<file path="src/rtl/irq_ctx_push.sv">
module irq_ctx_push #(
  parameter int PC_W    = 20,
  parameter int FLG_W   = 16,
  parameter int AW      = 16,
  parameter int SEL_BIT = 7
) (
  input  logic             clk,
  input  logic             rst_n,
  input  logic             req,
  input  logic [PC_W-1:0]  pc_in,
  input  logic [FLG_W-1:0] flg_in,
  input  logic [AW-1:0]    isp_in,
  input  logic [AW-1:0]    usp_in,
  input  logic             mem_rdy,
  output logic             mem_we,
  output logic [AW-1:0]    mem_addr,
  output logic [15:0]      mem_wdata,
  output logic [1:0]       mem_be,
  output logic             busy,
  output logic             done,
  output logic [AW-1:0]    sp_out,
  output logic             sp_user
);
  logic          busy_q, done_q, odd_q, user_q;
  logic [1:0]    step_q;
  logic [AW-1:0] sp_q, sp_out_q, off;
  logic [7:0]    cmb_q, flo_q, pmid_q, plo_q, byte_sel;

  wire unused_flg_mid = ^flg_in[FLG_W-5:8];

  wire           accept = req && !busy_q;
  wire [AW-1:0]  sp_sel = flg_in[SEL_BIT] ? usp_in : isp_in;
  wire           fire   = busy_q && mem_rdy;
  wire           last   = odd_q ? (step_q == 2'd3) : (step_q == 2'd1);

  always_ff @(posedge clk) begin
    if (!rst_n) begin
      busy_q   <= 1'b0;
      done_q   <= 1'b0;
      odd_q    <= 1'b0;
      user_q   <= 1'b0;
      step_q   <= '0;
      sp_q     <= '0;
      sp_out_q <= '0;
      cmb_q    <= '0;
      flo_q    <= '0;
      pmid_q   <= '0;
      plo_q    <= '0;
    end else begin
      done_q <= 1'b0;
      if (accept) begin
        busy_q <= 1'b1;
        step_q <= '0;
        sp_q   <= sp_sel;
        odd_q  <= sp_sel[0];
        user_q <= flg_in[SEL_BIT];
        cmb_q  <= {flg_in[FLG_W-1:FLG_W-4], pc_in[PC_W-1:16]};
        flo_q  <= flg_in[7:0];
        pmid_q <= pc_in[15:8];
        plo_q  <= pc_in[7:0];
      end else if (fire) begin
        step_q <= step_q + 2'd1;
        if (last) begin
          busy_q   <= 1'b0;
          done_q   <= 1'b1;
          sp_out_q <= sp_q - AW'(4);
        end
      end
    end
  end

  always_comb begin
    case (step_q)
      2'd0:    byte_sel = cmb_q;
      2'd1:    byte_sel = flo_q;
      2'd2:    byte_sel = pmid_q;
      default: byte_sel = plo_q;
    endcase
  end

  assign off       = odd_q ? AW'(step_q) + AW'(1) : (AW'(step_q) << 1) + AW'(2);
  assign mem_addr  = sp_q - off;
  assign mem_we    = busy_q;
  assign mem_wdata = odd_q ? {byte_sel, byte_sel}
                           : (step_q == 2'd0 ? {cmb_q, flo_q} : {pmid_q, plo_q});
  assign mem_be    = odd_q ? (mem_addr[0] ? 2'b10 : 2'b01) : 2'b11;
  assign busy      = busy_q;
  assign done      = done_q;
  assign sp_out    = sp_out_q;
  assign sp_user   = user_q;
endmodule


</file>
<file path="config.mk">
export PLATFORM = sky130hd
export DESIGN_NAME = irq_ctx_push
export DESIGN_NICKNAME = d
export VERILOG_FILES = /design/src/rtl/irq_ctx_push.sv
export SDC_FILE = /design/constraint.sdc
export NUM_CORES = 1
export LEC_CHECK = 0
export BUFFER_PORTS_ARGS = -buffer_cell sky130_fd_sc_hd__buf_2
export CAP_MARGIN = 10
export CORE_MARGIN = 3
export CORE_UTILIZATION = 35
export DETAILED_ROUTE_END_ITERATION = 7
export GPL_TIMING_DRIVEN = 0
export PLACE_DENSITY = 0.55
export SLEW_MARGIN = 15
export SYNTH_ARGS = -nofsm -noshare
export SYNTH_HDL_FRONTEND = slang
export SYNTH_SLANG_ARGS = --single-unit
</file>
<file path="constraint.sdc">
create_clock -name clk -period 5.71 [get_ports clk]
set_input_delay 0 -clock clk [delete_from_list [all_inputs] [get_ports clk]]
set_output_delay 0 -clock clk [all_outputs]
set_load 0.1 [all_outputs]
</file>
==> results by group <==
Synthesis
  – Synth unique cells: 43
  – Register bit total from synthesis: 68
  – Post-Synthesis Cells: 387
  – Post-synth net total: 469
  – FFs w/ async S/R, synth: 0%
  – Sequential fraction of the synthesis area: 37.9%
  – Warnings from Yosys: 0
  – Syn avg cell area: 9.28 µm²
  – Ys flop type: dfxtp_1
  – Post-synth EDFFs: 0
  – Cell Area, Synth: 3590 µm²

Placement
  – Placed cell areas: 4360 µm²
  – Placed cell count: 640
  – Post-place setup slack: 2.83 ns
  – Post-detailed-placement half-perimeter wirelength: 7.79 mm
  – Placer Congestion: 0.802
  – I/O Buffers: 120

Floorplan
  – Initial Util: 36.4%
  – Core area: 9860 µm²
  – Die Wd: 107 µm
  – I/O pins: 126
  – Die H: 107 µm
  – Die area: 11500 µm²
  – Rows: 36

Global route
  – Vias in the first global route: 3715
  – Residual overflow from global routing: 0
  – GRT Util Overall: 19.8%
  – Largest net degree at the start of global routing: 14
  – Initial antenna violation count: 0
  – First-pass GRT wire length: 18.0 mm

Cells and area
  – Post-layout net count: 665
  – # fillers: 919
  – Layout cell share with drive strength beyond 1: 29.3%
  – Final Non-Filler Cells: 721
  – Final Cell Area: 5230 µm²
  – Area occupied by multi-input gates: 2040 µm²
  – Layout area overhead: 45.7%
  – # diodes: 0
  – Register Area: 1360 µm²

STA
  – Slew Limit Fails: 0
  – Post-route clock period utilization: 57.2%
  – Relative slew slack: 56.4%
  – Worst Tran Pin Value: 0.654 ns
  – RSZ-0062 raised after global routing: false
  – Post-layout min period: 3.26 ns
  – Hold Violations, Final: 0
  – Max Clk Rate: 0.306 GHz
  – Final setup vio count: 0
  – Final worst slack: 2.45 ns
  – Setup_tns: 0 ns
  – Clock skew: 0.0104 ns

Pwr
  – Leak Pwr: 2.37 nW
  – Pwr Density: 313 nW/µm²
  – Maximum VDD drop: 243 µV
  – PnR Total Power: 1.64 mW

Worst setup path
  – Critical Path Source Type: register
  – Top Family by Delay on Critical Path: buffers and inverters
  – Worst setup path class: register to primary output
  – Worst path cell trace: clkbuf_1 > mux2i_1 > ha_1 > o211ai_1 > nand2_1 > or3_4 > xnor2_2 > buf_2
  – Data arrival, critical path: 3.26 ns
  – Worst path bufs/invs: 2
  – Slowest cell on crit path: clkbuf_1
  – CP endpoint kind: primary output
  – CP Max Fanout: 10
  – Worst Path Required: 5.71 ns
  – CP max stage delay: 0.46 ns

Detailed routing
  – Drt wl/cell: 15.4 µm
  – WL final: 11.1 mm
  – Initial DRC count: 186
  – Via count: 3589
  – Vias per Instance: 4.98
  – DRC violations left: 0
  – Post-route ant nets: 0
  – First-pass iteration count of the detailed router: 4

Clock network
  – Root Driver: clkbuf_8
  – TritonCTS clock tree: yes
  – Cts bufs inserted: 9
  – CTS Buffer Depth: 2
  – Clock sinks: 68
  – Clk Latency, worst-skew pair: 0.35 ns
  – CTS Hold Buffers Added: 65
  – Setup Buffers After CTS: 0
  – PostCTS Resize Cnt: 0
  – Clock Pin Slew Worst Setup and Hold Paths: 0.08 ns
  – H-tree Lvls: 3

Worst hold path
  – Hold WC Path Type: input pin to register

Job
  – Max_cap viols: 0

Status
  – Status: finished, final reports clean
## layer usage
metal / wire length, µm / track usage, % / vias up
met4: 262 / 8.77 / 0
li1: - / - / 1777
met5: 0 / 0 / -
met1: 4890 / 24.7 / 1693
met2: 5450 / 33.6 / 97
met3: 540 / 3.18 / 22
## registers in the layout, indices dropped and copies added, names as in the netlist, 2 cells and up
register and cells:
flo_q 7, sp_out 16, pmid_q 8, step_q 2
sp_q 16, plo_q 8, cmb_q 8
## where the power goes
part           internal, mW  switching [mW]
combinational         0.178           0.490
clock                 0.249           0.200
sequential            0.498          0.0213
## layout by cell type, fill, tap and decap left out, types with 4 or more instances in the layout
cell type	synthesis	final
clkbuf_1	24	24
nand2_1	29	29
nor3_1	5	5
ha_1	9	9
inv_1	6	6
o21a_1	17	17
mux2i_1	20	20
o21ai_0	31	31
a222oi_1	8	8
dfxtp_1	68	68
clkbuf_8	0	9
xnor2_1	10	10
mux2_2	16	16
o21ai_1	4	4
buf_2	7	127
dlygate4sd3_1	0	65
nor2b_1	16	16
nor4_1	4	4
xor2_1	15	15
a21oi_1	10	10
nor2_1	15	15
a211oi_1	5	5
nand3_1	8	8
a22o_1	32	32
## worst reg2reg max path, cell delays in order, from the launching register on
cell	delay [ns]
dfxtp_1	0.46
ha_1	0.19
buf_2	0.25
mux2i_1	0.15
nor2_1	0.17
clkbuf_1	0.37
mux2i_1	0.24
nor2_1	0.05
## cells in the mapped netlist, types with 2 or more instances
cell	count	area (µm²)
buf_6	2	22.5
a222oi_1	8	80.1
nand2_1	29	109
mux2i_1	20	200
a21oi_1	10	50.1
buf_4	2	15.0
nand2b_1	2	12.5
clkbuf_1	24	90.1
mux2_2	16	180
o21ai_0	31	155
xnor2_1	10	87.6
nor4_1	4	25.0
nor2_1	15	56.3
nor4_4	2	42.5
a211oi_1	5	37.5
ha_1	9	113
xor2_1	15	131
a22o_1	32	280
nand3_1	8	40.0
inv_1	6	22.5
dfxtp_1	68	1360
nor2b_1	16	100
o21a_1	17	128
nor3_1	5	25.0
and2_1	3	18.8
o21ai_1	4	20.0
buf_2	7	35.0
or4_4	2	22.5
## logic make-up (layout without fill, tap and decap cells)
kind of cell,after synthesis,after routing,share of synthesized area [%]
XOR/XNOR,26,26,6.55
flip-flops,68,68,37.9
multiplexers,36,36,10.6
adder cells (fa/ha/maj),10,10,3.69
AND/OR/NAND/NOR,94,94,14.4
AO/OA/AOI/OAI,110,110,21.5
buffers and inverters,42,243,5.26
other,1,1,0.104
## path summary, 6_finish.rpt
path	startpoint	end	slack [ns]	cells after the start
min reg2reg	sp_out[0]$_SDFFE_PN0P_	sp_out[0]$_SDFFE_PN0P_	0.47	2
max reg2reg	step_q[0]$_SDFFE_PP0P_	sp_out[1]$_SDFFE_PN0P_	3.72	7
min	rst_n	sp_out[13]$_SDFFE_PN0P_	0.15	4
max	sp_q[0]$_SDFFE_PN0P_	mem_addr[9]	2.45	8
## final cells by class
type,count,share of cell area [%]
sequential,68,26.0
clock inverter,7,1.89
buffer,36,3.18
multi-input combinational,277,39.0
timing repair buffer,185,23.9
clock buffer,9,2.37
tap,133,3.18
inverter,6,0.431
## through the flow
step	hold WS, ns	util (%)
2_1_floorplan	0.126	-
3_3_place_gp	0.210	44.2
3_5_place_dp	0.212	44.2
4_1_cts	0.150	53.0
5_1_grt	0.176	53.0
6_report	0.148	53.0
No activity file was read; power rests on OpenSTA's default activity.
